==> src/rtl/vsg_pkg.sv <==
package vsg_pkg;

    typedef enum logic {
        MODE_FIELD = 1'b0,
        MODE_VSYNC = 1'b1
    } vsg_mode_e;

    localparam int unsigned CTRL_W    = 8;
    localparam int unsigned MAX_SKEW  = 3;
    localparam int unsigned MAX_WIDTH = 128;
    localparam int unsigned MAX_DELAY = 16;

    // nonlinear width table shared by HSYNC and VSYNC
    function automatic int unsigned width_clocks(input logic [1:0] code);
        case (code)
            2'b00:   return 1;
            2'b01:   return 4;
            2'b10:   return 16;
            default: return 128;
        endcase
    endfunction

    // HSYNC leading edge to field edge distance
    function automatic int unsigned delay_clocks(input logic [1:0] code);
        case (code)
            2'b00:   return 0;
            2'b01:   return 4;
            2'b10:   return 8;
            default: return 16;
        endcase
    endfunction

endpackage

==> src/rtl/vsg_pulse.sv <==
module vsg_pulse #(
    parameter int unsigned CW = 10
) (
    input  logic          clk_i,
    input  logic          rst_ni,
    input  logic          start_i,
    input  logic [CW-1:0] width_i,
    output logic          active_o
);

    typedef struct packed {
        logic          act;
        logic [CW-1:0] cnt;
    } pulse_t;

    pulse_t st_d, st_q;

    always_comb begin
        st_d = st_q;
        if (start_i && !st_q.act) begin
            st_d.act = 1'b1;
            st_d.cnt = width_i - CW'(1);
        end else if (st_q.act) begin
            if (st_q.cnt == '0) st_d.act = 1'b0;
            else                st_d.cnt = st_q.cnt - CW'(1);
        end
    end

    always_ff @(posedge clk_i or negedge rst_ni) begin
        if (!rst_ni) st_q <= '0;
        else         st_q <= st_d;
    end

    assign active_o = st_q.act;

    AST_PULSE_HOLD: assert property (@(posedge clk_i) disable iff (!rst_ni)
        (st_q.act && st_q.cnt != '0) |=> st_q.act);

    AST_PULSE_END: assert property (@(posedge clk_i) disable iff (!rst_ni)
        (st_q.act && st_q.cnt == '0 && !start_i) |=> !st_q.act);

endmodule

==> src/rtl/vsg_edge_delay.sv <==
module vsg_edge_delay #(
    parameter int unsigned CW = 10
) (
    input  logic          clk_i,
    input  logic          rst_ni,
    input  logic          start_i,
    input  logic [CW-1:0] delay_i,
    output logic          fire_o
);

    typedef struct packed {
        logic          pend;
        logic [CW-1:0] cnt;
    } dly_t;

    dly_t st_d, st_q;

    assign fire_o = (start_i && delay_i == '0) || (st_q.pend && st_q.cnt == '0);

    always_comb begin
        st_d = st_q;
        if (start_i && delay_i != '0) begin
            st_d.pend = 1'b1;
            st_d.cnt  = delay_i - CW'(1);
        end else if (st_q.pend) begin
            if (st_q.cnt == '0) st_d.pend = 1'b0;
            else                st_d.cnt  = st_q.cnt - CW'(1);
        end
    end

    always_ff @(posedge clk_i or negedge rst_ni) begin
        if (!rst_ni) st_q <= '0;
        else         st_q <= st_d;
    end

    AST_DLY_CLEAR: assert property (@(posedge clk_i) disable iff (!rst_ni)
        (fire_o && !start_i) |=> !st_q.pend);

endmodule

==> src/rtl/vsg_pix_align.sv <==
module vsg_pix_align #(
    parameter int unsigned PIX_W = 8,
    parameter int unsigned DEPTH = 3
) (
    input  logic                       clk_i,
    input  logic                       rst_ni,
    input  logic [$clog2(DEPTH+1)-1:0] skew_i,
    input  logic [PIX_W-1:0]           pix_i,
    output logic [PIX_W-1:0]           pix_o
);

    localparam int unsigned SW = $clog2(DEPTH + 1);

    logic [PIX_W-1:0] sr_d [DEPTH];
    logic [PIX_W-1:0] sr_q [DEPTH];
    logic [PIX_W-1:0] pix_d, pix_q;

    for (genvar g = 0; g < DEPTH; g++) begin : g_tap
        if (g == 0) begin : g_first
            assign sr_d[g] = pix_i;
        end else begin : g_next
            assign sr_d[g] = sr_q[g-1];
        end
    end

    always_comb begin
        pix_d = pix_i;
        for (int i = 1; i <= DEPTH; i++) begin
            if (skew_i == SW'(i)) pix_d = sr_q[i-1];
        end
    end

    always_ff @(posedge clk_i or negedge rst_ni) begin
        if (!rst_ni) begin
            for (int i = 0; i < DEPTH; i++) sr_q[i] <= '0;
            pix_q <= '0;
        end else begin
            for (int i = 0; i < DEPTH; i++) sr_q[i] <= sr_d[i];
            pix_q <= pix_d;
        end
    end

    assign pix_o = pix_q;

    AST_PIX_DIRECT: assert property (@(posedge clk_i) disable iff (!rst_ni)
        (skew_i == '0) |=> (pix_o == $past(pix_i)));

endmodule

==> src/rtl/vsg_sync_gen.sv <==
module vsg_sync_gen
    import vsg_pkg::*;
#(
    parameter int unsigned PIX_W     = 8,
    parameter int unsigned HALF_LINE = 864
) (
    input  logic             clk_i,
    input  logic             rst_ni,
    input  logic             line_start_i,
    input  logic             field_step_i,
    input  logic             mode_i,
    input  logic [7:0]       ctrl_i,
    input  logic [PIX_W-1:0] pix_i,
    output logic             hsync_n_o,
    output logic             fv_o,
    output logic [PIX_W-1:0] pix_o
);

    localparam int unsigned CW = $clog2(HALF_LINE + MAX_DELAY + MAX_WIDTH + 1);
    localparam int unsigned SW = $clog2(MAX_SKEW + 1);

    typedef struct packed {
        logic [CTRL_W-1:0] ctrl;
        vsg_mode_e         mode;
        logic              field;
    } top_t;

    top_t st_d, st_q;

    logic              hs_act, vs_act, fire, accept, vs_start;
    logic [CW-1:0]     hs_w, vs_w, edge_dly;
    logic [CTRL_W-1:0] ctrl_now;
    vsg_mode_e         mode_now;

    assign accept   = line_start_i && !hs_act;
    assign ctrl_now = accept ? ctrl_i : st_q.ctrl;
    assign mode_now = accept ? vsg_mode_e'(mode_i) : st_q.mode;

    assign hs_w     = CW'(width_clocks(ctrl_i[1:0]));
    assign edge_dly = CW'(delay_clocks(ctrl_i[3:2]))
                    + ((mode_i == MODE_FIELD && ctrl_i[4]) ? CW'(HALF_LINE) : CW'(0));
    assign vs_w     = CW'(width_clocks(ctrl_now[5:4]));
    assign vs_start = fire && (mode_now == MODE_VSYNC);

    vsg_pulse #(.CW(CW)) u_hs (
        .clk_i    (clk_i),
        .rst_ni   (rst_ni),
        .start_i  (accept),
        .width_i  (hs_w),
        .active_o (hs_act)
    );

    vsg_edge_delay #(.CW(CW)) u_dly (
        .clk_i   (clk_i),
        .rst_ni  (rst_ni),
        .start_i (accept && field_step_i),
        .delay_i (edge_dly),
        .fire_o  (fire)
    );

    vsg_pulse #(.CW(CW)) u_vs (
        .clk_i    (clk_i),
        .rst_ni   (rst_ni),
        .start_i  (vs_start),
        .width_i  (vs_w),
        .active_o (vs_act)
    );

    vsg_pix_align #(.PIX_W(PIX_W), .DEPTH(MAX_SKEW)) u_pix (
        .clk_i  (clk_i),
        .rst_ni (rst_ni),
        .skew_i (st_q.ctrl[7:6]),
        .pix_i  (pix_i),
        .pix_o  (pix_o)
    );

    always_comb begin
        st_d = st_q;
        if (accept) begin
            st_d.ctrl = ctrl_i;
            st_d.mode = vsg_mode_e'(mode_i);
        end
        if (fire && mode_now == MODE_FIELD) st_d.field = !st_q.field;
    end

    always_ff @(posedge clk_i or negedge rst_ni) begin
        if (!rst_ni) begin
            st_q.ctrl  <= '0;
            st_q.mode  <= MODE_FIELD;
            st_q.field <= 1'b0;
        end else begin
            st_q <= st_d;
        end
    end

    assign hsync_n_o = !hs_act;
    assign fv_o      = (st_q.mode == MODE_VSYNC) ? !vs_act : st_q.field;

    AST_HS_ACCEPT: assert property (@(posedge clk_i) disable iff (!rst_ni)
        (line_start_i && hsync_n_o) |=> !hsync_n_o);

    AST_BUSY_IGNORE: assert property (@(posedge clk_i) disable iff (!rst_ni)
        (line_start_i && !hsync_n_o) |=> $stable(st_q.ctrl));

    AST_FIELD_HOLD: assert property (@(posedge clk_i) disable iff (!rst_ni)
        !fire |=> $stable(st_q.field));

    AST_VS_MODE: assert property (@(posedge clk_i) disable iff (!rst_ni)
        $rose(vs_act) |-> (st_q.mode == MODE_VSYNC));

endmodule

==> config.mk <==
export PLATFORM = sky130hd
export DESIGN_NAME = vsg_sync_gen
export DESIGN_NICKNAME = d
export VERILOG_FILES = /design/src/rtl/vsg_pkg.sv /design/src/rtl/vsg_pulse.sv /design/src/rtl/vsg_edge_delay.sv /design/src/rtl/vsg_pix_align.sv /design/src/rtl/vsg_sync_gen.sv
export SDC_FILE = /design/constraint.sdc
export NUM_CORES = 1
export LEC_CHECK = 0
export BUFFER_PORTS_ARGS = -buffer_cell sky130_fd_sc_hd__buf_4
export CORE_MARGIN = 1.5
export CORE_UTILIZATION = 50
export DETAILED_ROUTE_END_ITERATION = 8
export GPL_TIMING_DRIVEN = 0
export HOLD_SLACK_MARGIN = 0.08
export MAX_ROUTING_LAYER = met4
export PLACE_DENSITY = 0.69
export SETUP_SLACK_MARGIN = 0.4
export SLEW_MARGIN = 20
export SYNTH_ARGS = -nofsm -noshare
export SYNTH_HDL_FRONTEND = slang
export SYNTH_SLANG_ARGS = --single-unit
==> constraint.sdc <==
create_clock -name clk_i -period 4.7 [get_ports clk_i]
set_input_delay 0.47 -clock clk_i [delete_from_list [all_inputs] [get_ports clk_i]]
set_output_delay 0.47 -clock clk_i [all_outputs]
set_load 0.05 [all_outputs]
==> flow_summary.json, run 1 <==
{
  "die_x_um": 85.4,
  "cts_sinks": 71,
  "grt_start_max_net_pins": 72,
  "clk_pin_slew_ps": 90,
  "finalHoldViolCount": 0,
  "rsz0062_at_grt": "no",
  "synthArstFlopShare": 1.00,
  "drt-initial-drc-count": 120,
  "antenna_found_initial": 0,
  "peakVddDrop_mv": 0.292,
  "postLayoutCellArea_sq_mm": 0.00390,
  "first_pass_iters": 7,
  "p_leak_nw": 1.73,
  "grt_pass1_vias": 2368,
  "layout.nets": 375,
  "io_pins": 31,
  "final_common_cell": "dfrtp_1",
  "synth_edf_count": 0,
  "period_share": 0.461,
  "finalClockSkew_ps": 10.6,
  "finalWirelength_um": 6340,
  "post_cts_buffers": 0,
  "multi_input_area_sq_mm": 0.00147,
  "hold_path_class": "input pin to async pin",
  "slowest_stage": "a211oi_2",
  "cts_resized": 0,
  "synth_ff_type": "dfrtp_1",
  "clockBufferDepth": 2,
  "crit_path_max_fanout": 6,
  "ff_latch_area_sq_mm": 0.00178,
  "worstPathArrival_ps": 2430,
  "violations": "design-rule violations",
  "critPathKind": "flip-flop to flip-flop",
  "synthCells": 303,
  "cap_violations": 0,
  "place_hpwl_um": 4380,
  "timing.fmax_mhz": 461,
  "fin_ws_ps": 2530,
  "die_h_um": 85.4,
  "syn_area_sq_mm": 0.00339,
  "root_buffer": "clkbuf_8",
  "setup_viol": 0,
  "drive_gt1_frac": 0.229,
  "crit_required_ps": 4970,
  "cts_inserted_buffers": 9,
  "tns_ps": 0,
  "ys_seq_elements": 71,
  "clock_latency_ps": 350,
  "grt_util_all_layers": 0.203,
  "area_growth_pct": 15.0,
  "post-route-min-period_ps": 2170,
  "initial_core_util": 0.525,
  "drc": 3,
  "status": "finished with violations",
  "gp_congestion": 0.862,
  "crit_path_max_incr_delay_ps": 480,
  "dpl_worst_slack_ps": 2370,
  "final_cell_mix": "dfrtp_1 (71), buf_4 (31), inv_1 (22), nand2_1 (22), nor2_1 (21)",
  "overflow": 0,
  "placed_cell_area_sq_mm": 0.00371,
  "worstMarginPinSlew_ps": 862,
  "yosysSeqAreaShare": 0.524,
  "core_sq_mm": 0.00646,
  "crit_path_start_kind": "flip-flop",
  "cts_tree": "built",
  "p_per_area_mw_per_mm2": 593,
  "die_area_sq_mm": 0.00729,
  "maxSlewViolCount": 0,
  "cp_num_buf_inv": 0,
  "yosysWarnings": 0,
  "ys_types": 57,
  "crit_path_end_kind": "flip-flop",
  "grt_pass1_wl_um": 11100,
  "fillers": 527,
  "ant_nets": 0,
  "worstPathCellList": "nor4_4, nand4_1, a211oi_2, o21ai_0, o211ai_1",
  "ctsHoldBuffers": 0,
  "relSlewSlack": 0.426,
  "vias_per_cell": 5.62,
  "postSynthAreaPerCell_sq_um": 11.2,
  "num_vias": 2393,
  "wl_per_cell_um": 14.9,
  "rows": 29,
  "syn-num-nets": 334,
  "portBuffers": 30,
  "crit_family": "compound AO/OA/AOI/OAI gates",
  "htreeDepth": 3,
  "insertedDiodeCount": 0
}
==> state kept, by name, summed over array words and instances, names as in the netlist <==
signal         cells
u_dly.st_q        11
u_hs.st_q         10
u_pix.pix_o        8
u_vs.active_o      1
u_hs.active_o      1
u_pix.sr_d        16
u_vs.st_q         10
u_pix.sr_q         8
st_q               6
==> per-layer routing <==
| layer | global-route usage | share of wire | vias to the layer above |
|---|---|---|---|
| li1 | - | - | 1162 |
| met1 | 0.267 | 0.47 | 1173 |
| met2 | 0.301 | 0.47 | 52 |
| met3 | 0.0623 | 0.049 | 6 |
| met4 | 0.0704 | 0.012 | 0 |
| met5 | - | 0 | - |
==> area by class of cell <==
class	count	area share
Buffer	13	0.0170
Multi-Input combinational cell	197	0.376
Sequential cell	71	0.455
Clock inverter	7	0.0160
Clock buffer	9	0.0318
Tap cell	77	0.0247
Inverter	22	0.0212
Timing Repair Buffer	30	0.0577
==> kinds of logic (layout without fill, tap and decap cells) <==
logic type,after synthesis,after routing,synth area share
xor gates and xnor gates,11,11,0.0284
muxes,16,16,0.0767
DFF,71,71,0.524
adders and majority gates,10,10,0.0369
and+or+nand+nor,104,104,0.176
AOI/OAI and AO/OA,56,56,0.114
buffers and inverters,35,81,0.0439
==> per-stage QoR <==
step | util | std cells | hold slack [ps] | power, mW
floorplan | - | 303 | 174 | 1.63
global placement | 0.575 | 410 | 354 | 1.83
detailed placement | 0.575 | 410 | 359 | 1.86
CTS | 0.604 | 426 | 206 | 2.34
global route | 0.604 | 426 | 200 | 2.48
finish | 0.604 | 426 | 226 | 2.31
==> path summary, 6_finish.rpt <==
path | start | endpoint | cells past startpoint | slack, ps
min in group clk_i | pix_i[2] | u_pix.sr_d[10] | 1 | 230
worst max register to register | u_dly.st_q[2] | u_vs.st_q[0] | 5 | 2530
worst min-delay path | rst_ni | u_pix.sr_d[10] | 1 | 230
max in group asynchronous | rst_ni | u_pix.sr_d[5] | 1 | 3910
worst max-delay path | u_dly.st_q[2] | u_vs.st_q[0] | 5 | 2530
worst min register to register | u_pix.sr_d[2] | u_pix.sr_q[2] | 0 | 380
==> synthesized netlist by cell type (all sizes together), types with 6 or more instances <==
master / instances / area [sq um]
mux2i: 8 / 80.1
a21oi: 18 / 97.6
nor2: 22 / 85.1
nor2b: 6 / 37.5
nor4: 8 / 80.1
or4: 6 / 51.3
dfrtp: 71 / 1780
nand3: 8 / 40.0
nor3: 9 / 45.0
o21ai: 15 / 78.8
inv: 22 / 82.6
ha: 10 / 125
mux4: 8 / 180
buf: 8 / 47.5
xnor2: 10 / 87.6
nand2: 23 / 93.8
==> worst reg2reg max path: cells and delay by family, from the launching register on <==
kind               cells  cell delay, ps
DFF                    1             460
and+or+nand+nor        2             710
AOI/OAI and AO/OA      3             930
==> power by group <==
group          internal [mW]  switching, mW
registers              0.800          0.163
logic                  0.377          0.507
clock network          0.203          0.264
(Power assumes the default switching activity.)
==> run 2, diff against run 1 <==
clock period = 2 ns   (was 4.7 ns; I/O delays follow)
==> run 2 against run 1 <==
Effect of this change:
- the run ends with design-rule violations, negative setup slack left
- cell area grew 28%
- core utilization increased by 17 points
- final cell count grew 17%
- worst setup slack worse by 2600 ps
- routed wire length is 40% higher
- total power grew to 3.0 times the previous value
- critical path depth increased by 3
- die area is the same
- clock power up 140%
- critical path type unchanged
- largest cell class is now multi-input combinational cells
==> flow_summary.json, run 2 (synthesized netlist as in run 1, its figures left out) <==
{
  "status": "finished with violations",
  "violations": "design-rule violations, negative setup slack",
  "first_pass_iters": 8,
  "grt_start_max_net_pins": 72,
  "peakVddDrop_mv": 0.847,
  "worstMarginPinSlew_ps": 862,
  "cap_violations": 0,
  "timing.fmax_mhz": 490,
  "antenna_found_initial": 0,
  "gp_congestion": 0.898,
  "ff2ff_path_depth": 8,
  "relSlewSlack": 0.425,
  "post-route-min-period_ps": 2040,
  "cp-startpoint": "u_dly.st_q[1]",
  "rows": 29,
  "finalClockSkew_ps": 8.74,
  "multi_input_area_sq_mm": 0.00186,
  "htreeDepth": 3,
  "r2r_start": "u_dly.st_q[1]",
  "p_int_mw": 4.09,
  "whs_ps": 136,
  "clkPwrFrac": 0.161,
  "r2r_end": "u_vs.st_q[3]",
  "crit_path_start_kind": "flip-flop",
  "worstPathCellList": "inv_1, ha_2, nor2b_4, nand4_1, a211o_1, buf_6, a21oi_1, o21ai_2",
  "finalWirelength_um": 8890,
  "combPwrFrac": 0.500,
  "slowest_stage": "dfrtp_1",
  "grt_pass1_wl_um": 12800,
  "wl_per_cell_um": 17.8,
  "crit_path_max_fanout": 5,
  "drc": 4,
  "layout.nets": 448,
  "fin_ws_ps": -40.8,
  "io_pins": 31,
  "setup_viol": 1,
  "p_per_area_mw_per_mm2": 1380,
  "num_vias": 2849,
  "cts_tree": "built",
  "drive_gt1_frac": 0.479,
  "largest_reg_flops": 16,
  "area_growth_pct": 47.7,
  "p_total_mw": 6.90,
  "hold_path_class": "input pin to flip-flop",
  "insertedDiodeCount": 0,
  "final_common_cell": "buf_4",
  "p_sw_frac": 0.408,
  "sequentialPowerShare": 0.339,
  "clk_pin_slew_ps": 80,
  "clockBufferDepth": 2,
  "drt-initial-drc-count": 147,
  "p_leak_nw": 2.22,
  "core_sq_mm": 0.00646,
  "clock_latency_ps": 360,
  "die_area_sq_mm": 0.00729,
  "root_buffer": "clkbuf_8",
  "vias_per_cell": 5.71,
  "die_h_um": 85.4,
  "critPathKind": "flip-flop to flip-flop",
  "switchingPower_mw": 2.82,
  "fillers": 383,
  "place_hpwl_um": 4360,
  "die_x_um": 85.4,
  "grt_pass1_vias": 2792,
  "crit_path_max_incr_delay_ps": 380,
  "rsz0062_at_grt": "yes",
  "crit_required_ps": 2250,
  "finalHoldViolCount": 0,
  "crit_path_end_kind": "flip-flop",
  "ant_nets": 0,
  "maxSlewViolCount": 0,
  "cts_sinks": 71,
  "reg2reg_slack_ps": -40,
  "period_share": 1.02,
  "grt_util_all_layers": 0.234,
  "cts_inserted_buffers": 9,
  "final_cell_mix": "buf_4 (77), dfrtp_1 (63), nor2_1 (20)",
  "overflow": 0,
  "initial_core_util": 0.525,
  "ff_latch_area_sq_mm": 0.00179,
  "worstPathArrival_ps": 2290,
  "crit_end": "u_vs.st_q[3]",
  "portBuffers": 30
}
-- run 2: cell types whose count changed in the layout (fill, tap and decap cells not counted), moves of 6 or more --
cell           delta
buf_4            +46
buf_6            +17
dfrtp_1           -8
dfrtp_2           +8
dlygate4sd3_1    +11
nor3_1            -6
o21ai_0           -9
o21ai_1           +7
-- run 2: stage by stage --
step	worst slack [ps]	area (sq um)	setup TNS, ps	instances	utilization
after floorplan	106	3480	0	303	-
after global placement	-106	3800	-353	410	0.589
after detailed placement	-144	3800	-602	410	0.589
after CTS	21.8	4520	0	467	0.700
after global routing	-120	5010	-367	499	0.776
final	-40.8	5010	-40.8	499	0.776
-- run 2: worst min-delay path by stage --
| stage | slack [ps] | cells after the start | start | end |
|---|---|---|---|---|
| finish | 140 | 3 | mode_i | st_q[1] |
| global placement | 320 | 1 | pix_i[3] | u_pix.sr_d[11] |
| detailed placement | 320 | 1 | pix_i[1] | u_pix.sr_d[9] |
| global route | 130 | 3 | mode_i | st_q[1] |
| CTS | 110 | 3 | mode_i | st_q[1] |
| floorplan | -100 | 0 | rst_ni | st_q[0] |
-- run 2: layout make-up --
cell class / instances / area share
multi-input cells: 197 / 0.371
flip-flops and latches: 71 / 0.357
repair buffers: 103 / 0.175
clock buffers: 9 / 0.0247
plain buffers: 13 / 0.0245
well taps: 77 / 0.0192
inverters: 22 / 0.0165
clock inverters: 7 / 0.0127
-- run 2: routing by layer --
layer  wire [um]  track usage  share of wire
met2        4580        0.379           0.52
met5           0            -              0
met3         426       0.0730          0.048
met1        3720        0.277           0.42
met4         163       0.0865          0.018
-- run 2: critical path, delay by kind of cell (launching register included) --
family | cells | cell delay, ps
simple gates | 2 | 460
flops | 1 | 380
buf+inv | 2 | 230
fa+ha+maj | 1 | 170
compound gates | 3 | 680
-- run 2: repair_timing --
action | CTS | global route
gates cloned | 2 | 2
resized for setup | 46 | 63
buffers inserted | 28 | 30
setup endpoints to repair | 38 | 34
hold endpoints to repair | 81 | 0
pin swaps | 21 | 29
hold buffers | 11 | 0
-- run 2: power by group through the flow --
stage	Clock, mW	Combinational, mW	Sequential [mW]
after global routing	1.19	3.69	2.39
after global placement	0	2.13	2.29
final	1.11	3.45	2.34
after floorplan	0	1.45	2.49
after CTS	1.13	2.65	2.29
after detailed placement	0	2.19	2.31
==> run 3, diff against run 2 <==
TNS_END_PERCENT = 20   (was unset)
==> run 3 against run 2 <==
Effect of this change:
- the run ends with design-rule violations left
- cell area down 7.9%
- final cell count down 7.4%
- worst setup slack better by 76 ps
- total power down 11%
- critical path depth down 1
- non-clock buffer count down 37
- flip-flop and latch count unchanged
- global-route usage down 2.2 points
- clock skew up 1.2 ps
- count of clock-buffer cells in the layout unchanged
- critical path type unchanged
==> flow_summary.json, run 3 (synthesized netlist as in run 1, its figures left out) <==
{
  "first_pass_iters": 8,
  "gp_congestion": 0.898,
  "peakVddDrop_mv": 0.713,
  "grt_util_all_layers": 0.212,
  "tns_ps": 0,
  "setup_viol": 0,
  "p_int_mw": 3.64,
  "fin_util": 0.714,
  "final_cell_mix": "dfrtp_1 (65), buf_4 (53), nor2_1 (20), nand2_1 (20), inv_1 (17)",
  "cts_sinks": 71,
  "p_leak_nw": 2.01,
  "switchingPower_mw": 2.51,
  "grtUsageMet3": 0.0632,
  "dpl.cell_count": 410,
  "cap_violations": 0,
  "hold_path_class": "input pin to flip-flop",
  "combPwrFrac": 0.443,
  "crit_path_max_incr_delay_ps": 560,
  "crit_path_max_fanout": 6,
  "clock_latency_ps": 350,
  "grt_pass1_vias": 2472,
  "core_sq_mm": 0.00646,
  "die_x_um": 85.4,
  "overflow": 0,
  "initial_core_util": 0.525,
  "finalHoldViolCount": 0,
  "sequentialPowerShare": 0.380,
  "period_share": 0.983,
  "place_hpwl_um": 4360,
  "vias_per_cell": 5.52,
  "root_buffer": "clkbuf_8",
  "relSlewSlack": 0.422,
  "worstPathArrival_ps": 2210,
  "clk_pin_slew_ps": 80,
  "crit_path_end_kind": "flip-flop",
  "whs_ps": 156,
  "drc": 4,
  "drive_gt1_frac": 0.421,
  "final_common_cell": "dfrtp_1",
  "antenna_found_initial": 0,
  "grt_start_max_net_pins": 72,
  "portBuffers": 30,
  "fillers": 452,
  "p_total_mw": 6.15,
  "largest_reg_flops": 16,
  "area_growth_pct": 36.0,
  "cts_inserted_buffers": 9,
  "die_h_um": 85.4,
  "status": "finished with violations",
  "violations": "design-rule violations",
  "num_vias": 2549,
  "io_pins": 31,
  "htreeDepth": 3,
  "grt_use_met1": 0.275,
  "post-route-min-period_ps": 1970,
  "slowest_stage": "or4_4",
  "clockBufferDepth": 2,
  "layout.nets": 411,
  "die_area_sq_mm": 0.00729,
  "worstPathCellList": "or4_4, o41ai_4, buf_6, buf_8, nor2_2, a21oi_2, o21ai_2",
  "crit_family": "simple AND/OR/NAND/NOR gates",
  "rsz0062_at_grt": "yes",
  "insertedDiodeCount": 0,
  "cts_tree": "built",
  "finalClockSkew_ps": 9.98,
  "drt-initial-drc-count": 130,
  "cp_num_buf_inv": 2,
  "fin_cells": 462,
  "p_per_area_mw_per_mm2": 1330,
  "crit_path_start_kind": "flip-flop",
  "clkPwrFrac": 0.177,
  "timing.fmax_mhz": 509,
  "worstMarginPinSlew_ps": 867,
  "crit_required_ps": 2240,
  "rows": 29,
  "multi_input_area_sq_mm": 0.00179,
  "ff_latch_area_sq_mm": 0.00178,
  "maxSlewViolCount": 0,
  "finalWirelength_um": 7430,
  "wl_per_cell_um": 16.1,
  "grt_pass1_wl_um": 11700,
  "ant_nets": 0,
  "p_sw_frac": 0.409,
  "grt-busiest-layer": "met2",
  "critPathKind": "flip-flop to flip-flop",
  "met2_usage": 0.326
}
## run 3: area by class of cell
class | instances | share of cell area
plain buffers | 13 | 0.0247
clock buffers | 9 | 0.0269
clock inverters | 7 | 0.0136
inverters | 22 | 0.0179
multi-input cells | 197 | 0.388
flip-flops and latches | 71 | 0.387
well taps | 77 | 0.0209
repair buffers | 66 | 0.122
## run 3: metal layers
layer	part of all wire	wire (um)
met1	0.46	3400
met2	0.49	3660
met3	0.041	303
met4	0.010	76
met5	0	0
## run 3: worst paths after layout
kind                       slack (ps)            end  cells after the start           from
setup / recovery                   30   u_vs.st_q[3]                      7   u_vs.st_q[6]
hold / removal                    160        st_q[1]                      3         mode_i
setup reg to reg                   30   u_vs.st_q[3]                      7   u_vs.st_q[6]
hold reg to reg                   380  u_pix.sr_q[6]                      0  u_pix.sr_d[6]
max in group asynchronous         870   u_hs.st_q[3]                      2         rst_ni
min in group asynchronous         500  u_pix.sr_d[8]                      2         rst_ni
## run 3: power by group through the flow
stage	clock network [mW]	registers (mW)	logic, mW
floorplan	0	2.48	1.41
global placement	0	2.27	2.08
detailed placement	0	2.28	2.15
CTS	1.13	2.26	2.29
global route	1.19	2.39	2.96
finish	1.09	2.34	2.73
## run 3: stage by stage
stage / instance area [sq um] / setup slack (ps)
6_report: 4610 / 34.8
5_1_grt: 4610 / -64.7
4_1_cts: 4220 / 32.5
3_5_place_dp: 3760 / -92.9
3_3_place_gp: 3760 / -95.8
2_1_floorplan: 3440 / 106
## run 3: worst min-delay path, stage by stage
cell and delay [ps]:
buf_4 100, mux2i_4 70, inv_1 90
## run 3: timing repair
item                       4_1_cts  5_1_grt
hold buffers                    11        0
hold endpoints to repair        81        0
pin swaps                       11       43
setup buffers                   11       12
cloned                           2        0
setup endpoints to repair       41       41
gates resized for setup         17       78
